**src/rtl/pss_pkg.sv**
```systemverilog
package pss_pkg;

    typedef enum logic [1:0] {
        ST_IDLE = 2'd0,
        ST_WALK = 2'd1,
        ST_FIN  = 2'd2
    } pss_state_e;

    localparam logic [4:0] PSS_ZERO_REG  = 5'd31;
    localparam int         PSS_SP_ALIGN  = 4;

endpackage

```
**src/rtl/pss_elem_mask.sv**
```systemverilog
module pss_elem_mask #(
    parameter int PL = 32
) (
    input  logic [PL-1:0] pred_i,
    input  logic [1:0]    esz_i,
    output logic [PL-1:0] emask_o
);

    logic [PL-1:0] m_b;
    logic [PL-1:0] m_h;
    logic [PL-1:0] m_w;
    logic [PL-1:0] m_d;

    for (genvar e = 0; e < PL; e++) begin : g_el
        assign m_b[e] = pred_i[e];
        if (e * 2 < PL) begin : g_h
            assign m_h[e] = pred_i[e*2];
        end else begin : g_hz
            assign m_h[e] = 1'b0;
        end
        if (e * 4 < PL) begin : g_w
            assign m_w[e] = pred_i[e*4];
        end else begin : g_wz
            assign m_w[e] = 1'b0;
        end
        if (e * 8 < PL) begin : g_d
            assign m_d[e] = pred_i[e*8];
        end else begin : g_dz
            assign m_d[e] = 1'b0;
        end
    end

    always_comb begin
        unique case (esz_i)
            2'd0:    emask_o = m_b;
            2'd1:    emask_o = m_h;
            2'd2:    emask_o = m_w;
            default: emask_o = m_d;
        endcase
    end

endmodule

```
**src/rtl/pss_next_active.sv**
```systemverilog
module pss_next_active #(
    parameter int PL = 32,
    parameter int CW = 6
) (
    input  logic [PL-1:0] mask_i,
    input  logic [CW-1:0] from_i,
    output logic          found_o,
    output logic [CW-1:0] idx_o
);

    always_comb begin
        found_o = 1'b0;
        idx_o   = '0;
        for (int e = PL - 1; e >= 0; e--) begin
            if (mask_i[e] && (CW'(e) >= from_i)) begin
                found_o = 1'b1;
                idx_o   = CW'(e);
            end
        end
    end

endmodule

```
**src/rtl/pss_elem_pick.sv**
```systemverilog
module pss_elem_pick #(
    parameter int VL_BITS = 256,
    parameter int PL      = VL_BITS / 8
) (
    input  logic [VL_BITS-1:0]     vec_i,
    input  logic [$clog2(PL)-1:0]  cur_i,
    input  logic [1:0]             esz_i,
    output logic [7:0]             byte_o
);

    localparam int BW = $clog2(PL);

    logic [BW-1:0] byte_idx;

    assign byte_idx = cur_i << esz_i;
    assign byte_o   = vec_i[{byte_idx, 3'b000} +: 8];

endmodule

```
**src/rtl/pss_fault_gate.sv**
```systemverilog
module pss_fault_gate
    import pss_pkg::*;
(
    input  logic [4:0]              idx_reg_i,
    input  logic [4:0]              base_reg_i,
    input  logic [PSS_SP_ALIGN-1:0] base_lo_i,
    input  logic                    any_active_i,
    input  logic                    chk_empty_i,
    output logic                    undef_o,
    output logic                    align_o
);

    logic sp_used;
    logic chk_wanted;

    assign undef_o    = (idx_reg_i == PSS_ZERO_REG);
    assign sp_used    = (base_reg_i == PSS_ZERO_REG);
    assign chk_wanted = any_active_i || chk_empty_i;
    assign align_o    = !undef_o && sp_used && chk_wanted && (base_lo_i != '0);

endmodule

```
**src/rtl/pss_store_seq.sv**
```systemverilog
module pss_store_seq
    import pss_pkg::*;
#(
    parameter int VL_BITS = 256
) (
    input  logic                 clk,
    input  logic                 rst_n,
    input  logic                 start_i,
    input  logic [VL_BITS-1:0]   vec_i,
    input  logic [VL_BITS/8-1:0] pred_i,
    input  logic [1:0]           esz_i,
    input  logic [63:0]          base_i,
    input  logic [63:0]          index_i,
    input  logic [4:0]           idx_reg_i,
    input  logic [4:0]           base_reg_i,
    input  logic                 sp_chk_empty_i,
    input  logic                 dit_i,
    output logic                 wr_valid_o,
    input  logic                 wr_ready_i,
    output logic [63:0]          wr_addr_o,
    output logic [7:0]           wr_data_o,
    output logic                 done_o,
    output logic                 fault_undef_o,
    output logic                 fault_align_o
);

    localparam int PL = VL_BITS / 8;
    localparam int BW = $clog2(PL);
    localparam int CW = BW + 1;

    typedef struct packed {
        pss_state_e        st;
        logic [CW-1:0]     cur;
        logic [CW-1:0]     last;
        logic [63:0]       addr0;
        logic [VL_BITS-1:0] vec;
        logic [PL-1:0]     emask;
        logic [1:0]        esz;
        logic              dit;
        logic              f_undef;
        logic              f_align;
    } seq_t;

    seq_t seq_d;
    seq_t seq_q;

    logic [PL-1:0] emask_new;
    logic          any_new;
    logic          undef_new;
    logic          align_new;
    logic [PL-1:0] srch_mask;
    logic [CW-1:0] srch_from;
    logic          nxt_found;
    logic [CW-1:0] nxt_idx;
    logic          cur_act;
    logic          handled;
    logic [7:0]    pick_byte;

    pss_elem_mask #(.PL(PL)) u_mask (
        .pred_i  (pred_i),
        .esz_i   (esz_i),
        .emask_o (emask_new)
    );

    assign any_new = |emask_new;

    pss_fault_gate u_fault (
        .idx_reg_i    (idx_reg_i),
        .base_reg_i   (base_reg_i),
        .base_lo_i    (base_i[PSS_SP_ALIGN-1:0]),
        .any_active_i (any_new),
        .chk_empty_i  (sp_chk_empty_i),
        .undef_o      (undef_new),
        .align_o      (align_new)
    );

    assign srch_mask = (seq_q.st == ST_IDLE) ? emask_new : seq_q.emask;
    assign srch_from = (seq_q.st == ST_IDLE) ? '0 : seq_q.cur + 1'b1;

    pss_next_active #(.PL(PL), .CW(CW)) u_next (
        .mask_i  (srch_mask),
        .from_i  (srch_from),
        .found_o (nxt_found),
        .idx_o   (nxt_idx)
    );

    pss_elem_pick #(.VL_BITS(VL_BITS), .PL(PL)) u_pick (
        .vec_i  (seq_q.vec),
        .cur_i  (seq_q.cur[BW-1:0]),
        .esz_i  (seq_q.esz),
        .byte_o (pick_byte)
    );

    assign cur_act = seq_q.emask[seq_q.cur[BW-1:0]];
    assign handled = !cur_act || wr_ready_i;

    always_comb begin
        seq_d = seq_q;
        unique case (seq_q.st)
            ST_IDLE: begin
                if (start_i) begin
                    seq_d.vec     = vec_i;
                    seq_d.emask   = emask_new;
                    seq_d.esz     = esz_i;
                    seq_d.dit     = dit_i;
                    seq_d.addr0   = base_i + index_i;
                    seq_d.last    = CW'(PL - 1) >> esz_i;
                    seq_d.f_undef = undef_new;
                    seq_d.f_align = align_new;
                    if (undef_new || align_new || !any_new) begin
                        seq_d.st  = ST_FIN;
                        seq_d.cur = '0;
                    end else begin
                        seq_d.st  = ST_WALK;
                        seq_d.cur = dit_i ? '0 : nxt_idx;
                    end
                end
            end
            ST_WALK: begin
                if (handled) begin
                    if (seq_q.dit) begin
                        if (seq_q.cur == seq_q.last) begin
                            seq_d.st = ST_FIN;
                        end else begin
                            seq_d.cur = seq_q.cur + 1'b1;
                        end
                    end else if (nxt_found) begin
                        seq_d.cur = nxt_idx;
                    end else begin
                        seq_d.st = ST_FIN;
                    end
                end
            end
            ST_FIN: begin
                seq_d.st      = ST_IDLE;
                seq_d.f_undef = 1'b0;
                seq_d.f_align = 1'b0;
            end
            default: begin
                seq_d.st = ST_IDLE;
            end
        endcase
    end

    always_ff @(posedge clk or negedge rst_n) begin
        if (!rst_n) begin
            seq_q <= '{st: ST_IDLE, default: '0};
        end else begin
            seq_q <= seq_d;
        end
    end

    assign wr_valid_o    = (seq_q.st == ST_WALK) && cur_act;
    assign wr_addr_o     = seq_q.addr0 + 64'(seq_q.cur);
    assign wr_data_o     = pick_byte;
    assign done_o        = (seq_q.st == ST_FIN);
    assign fault_undef_o = done_o && seq_q.f_undef;
    assign fault_align_o = done_o && seq_q.f_align;

endmodule

```
**config.mk**
```make
export PLATFORM = sky130hd
export DESIGN_NAME = pss_store_seq
export DESIGN_NICKNAME = d
export VERILOG_FILES = /design/src/rtl/pss_pkg.sv /design/src/rtl/pss_elem_mask.sv /design/src/rtl/pss_next_active.sv /design/src/rtl/pss_elem_pick.sv /design/src/rtl/pss_fault_gate.sv /design/src/rtl/pss_store_seq.sv
export SDC_FILE = /design/constraint.sdc
export NUM_CORES = 1
export LEC_CHECK = 0
export CORE_AREA = 2 2 209 211
export DETAILED_ROUTE_END_ITERATION = 6
export DIE_AREA = 0 0 211 213
export PLACE_DENSITY_LB_ADDON = 0.2
export SLEW_MARGIN = 10
export SYNTH_ARGS = -nofsm -noshare
export SYNTH_HDL_FRONTEND = slang
export SYNTH_SLANG_ARGS = --single-unit
export TNS_END_PERCENT = 20
```
**constraint.sdc**
```tcl
create_clock -name clk -period 7.4 [get_ports clk]
set_input_delay 1.48 -clock clk [delete_from_list [all_inputs] [get_ports clk]]
set_output_delay 1.48 -clock clk [all_outputs]
set_load 0.02 [all_outputs]
```
==> flow_summary.yaml <==
global_route:
  first_global_vias: 23900
  groute.usage.overall_pct: 40.3
  number_of_antenna_violations_at_the_first_check_in_global_routing: 26
  congestion_overflow_gr: 0
  grt_start_max_net_pins: 215
  grt_first_pass_wirelength_mm: 137
timing:
  timing.hold.ws_ns: 0.469
  fin_crit_sh_pct: 87.2
  fin_crit_ns: 6.45
  final-setup-viol-count: 0
  worstMarginPinSlew_ns: 1.25
  setup_tns_ns: 0
  number_of_slew_limit_violations_in_the_final_report: 0
  setup_ws_ns: 0.947
  finalHoldViolCount: 0
  finClkSkew_ns: 0.0306
  grt_setup_unrepaired: "no"
  worst_slew_margin_rel_pct: 16.6
  max_freq_mhz: 155
layout:
  multi_input_area_um2: 13500
  largest_reg_flops: 369
  nFillCells: 3269
  layout_commonest_cell: "sky130_fd_sc_hd__nand2_1"
  largest-register: "seq_q"
  most-common-layout-cells: "1,017 x sky130_fd_sc_hd__nand2_1, 508 x sky130_fd_sc_hd__clkdlybuf4s50_1, 368 x sky130_fd_sc_hd__dfrtp_1, 229 x sky130_fd_sc_hd__o21ai_0, 104 x sky130_fd_sc_hd__a21oi_1"
  post_layout_nonfiller_instances: 3876
  design_area_um2: 30400
  final_core_utilization_pct: 71.2
  register_area_um2: 9240
  top_regs: "seq_q (369)"
  areaGrowthSynthToFinish_pct: 29.0
  design.final.nets: 3800
  drive_gt1_share_pct: 5.75
flow_run:
  max_cap_viol_count: 0
placed_design:
  gp_congestion: 1.05
  cell_count_post_placement: 3796
  post_dp_cell_area_um2: 28900
  place_worst_setup_slack_ns: 1.62
  hpwlAfterDp_mm: 68.1
  port_buffers: 509
floorplanning:
  die-height_um: 213
  core-area_um2: 42700
  initial_utilization_pct: 55.2
  die-area_um2: 44900
  fp.dieW_um: 211
  placementRows: 76
  ios: 510
worst_setup_path:
  critical_path.startpoint_type: "flop"
  critPathMaxFanout: 20
  worst_r2r_endpoint: "seq_q[364]"
  endpoint_kind: "primary output"
  timing.reg2reg.worst_path_depth: 12
  worst_ep_required_time_ns: 5.92
  worst_ep_arrival_time_ns: 4.97
  crit-reg2reg-launch: "seq_q[363]"
  reg2reg_slack_ns: 2.59
  timing.setup.critical_path_class: "reg2out"
min_path:
  min-delay-start: "seq_q[194]"
  worst_hold_path_type: "reg2reg"
  hold_end: "seq_q[194]"
  hold_path_depth: 2
synthesis:
  syn_area_um2: 23500
  count_of_synthesis_stage_warnings_from_yosys: 0
  synth_fp_nets: 3393
  asyncSetResetFlopFracSynth_pct: 100
  synth-main-ff-cell: "sky130_fd_sc_hd__dfrtp_1"
  synth-seq-area-share_pct: 39.2
  netlist-cell-type-count: 83
  synth_area_per_cell_um2: 8.16
  ys_ff_latch: 369
  count_of_flip_flops_with_a_built_in_enable_after_synthesis: 0
  post_synth_inst_count: 2887
power_and_ir_drop:
  fin_total_pwr_mw: 12.7
  vdd.ir_drop.worst_mv: 0.316
  power.density_cell_area_nw_per_um2: 418
  power.static_leakage_nw: 13.7
cts:
  htree_depth: 2
  cts.reportedPaths.clkPinSlew_ns: 0.06
  post_cts_buffers: 0
  tritoncts: "yes"
  post_cts_hold_buffer_count: 0
  cts.repair.resized: 0
  number_of_buffers_on_the_longest_clock_path: 3
  clk_latency_ns: 0.59
  numCtsBuffers: 42
  clkSinkCount: 369
  clockRootBuffer: "sky130_fd_sc_hd__clkbuf_16"
routing:
  route.detailed.drc: 1
  drt.antenna.violating_nets: 0
  firstDrtPassIters: 7
  detail_route.wl_per_cell_um: 23.6
  routed_vias: 24300
  via_per_inst: 6.26
  detail_route.wirelength_mm: 91.5
  first_iter_violations: 2685
status:
  status: "complete, but fails checks"
  failed_checks: "design-rule violations"
-- report_power, final --
| group | internal (mW) | switching, mW | total, mW | leakage [nW] |
|---|---|---|---|---|
| registers | 2.96 | 0.872 | 3.83 | 4.60 |
| clock network | 1.33 | 0.892 | 2.22 | 0.703 |
| logic | 2.73 | 3.92 | 6.66 | 8.42 |
-- cell usage after synthesis, drive strengths merged (30+ instances only) --
master | n | area (um^2)
ha | 70 | 876
nor3 | 42 | 210
mux4 | 57 | 1280
nand4 | 30 | 188
buf | 52 | 267
xor2 | 46 | 422
a21o | 39 | 293
o21ai | 231 | 1160
inv | 44 | 165
o211ai | 43 | 328
nand2 | 1018 | 3820
clkbuf | 119 | 447
a21oi | 105 | 529
dfrtp | 369 | 9230
or3 | 75 | 469
nand3 | 54 | 270
xnor2 | 83 | 727
nor2 | 93 | 352
-- kinds of logic after synthesis --
kind of cell / count (synthesis) / share of synthesized area [%]
XOR/XNOR: 129 / 4.88
buffers and inverters: 215 / 3.73
adder cells (fa/ha/maj): 72 / 3.89
multiplexers: 89 / 6.86
flip-flops: 369 / 39.2
AND/OR/NAND/NOR: 1440 / 26.3
AO/OA/AOI/OAI: 573 / 15.2
-- worst max path at each step --
stage                    start       endpoint  slack (ns)  cells past startpoint
floorplan           seq_q[364]  wr_addr_o[58]        2.47                     14
global placement    seq_q[366]  wr_addr_o[63]        1.58                     12
detailed placement  seq_q[366]  wr_addr_o[63]        1.62                     12
CTS                 seq_q[366]  wr_addr_o[63]        1.02                     12
global route        seq_q[364]  wr_addr_o[63]        0.68                     14
finish              seq_q[366]  wr_addr_o[63]        0.95                     12
-- area by class of cell --
| type | instances | area share (%) |
|---|---|---|
| well taps | 546 | 2.25 |
| inverters | 44 | 0.543 |
| flip-flops and latches | 369 | 30.4 |
| clock inverters | 16 | 0.852 |
| multi-input cells | 2303 | 44.4 |
| repair buffers | 534 | 17.6 |
| diodes | 7 | 0.0576 |
| clock buffers | 57 | 3.87 |
-- layer usage --
metal	wire (um)	global-route usage (%)
met1	34400	50.6
met2	41600	63.1
met3	9680	11.2
met4	5480	22.4
met5	272	0
-- worst max-delay path: stages, from the launching register on --
cell and delay [ns]:
sky130_fd_sc_hd__dfrtp_1 0.62, sky130_fd_sc_hd__ha_1 0.46, sky130_fd_sc_hd__inv_1 0.05, sky130_fd_sc_hd__o21ai_0 0.17, sky130_fd_sc_hd__a21oi_1 0.12, sky130_fd_sc_hd__o21bai_1 0.33, sky130_fd_sc_hd__nand2_1 0.17, sky130_fd_sc_hd__nor4bb_1 0.33
sky130_fd_sc_hd__buf_4 0.20, sky130_fd_sc_hd__nor3b_1 0.77, sky130_fd_sc_hd__nand4_1 0.30, sky130_fd_sc_hd__xnor2_1 0.21, sky130_fd_sc_hd__clkdlybuf4s50_1 0.63
Power figures use the tool's default switching activity.
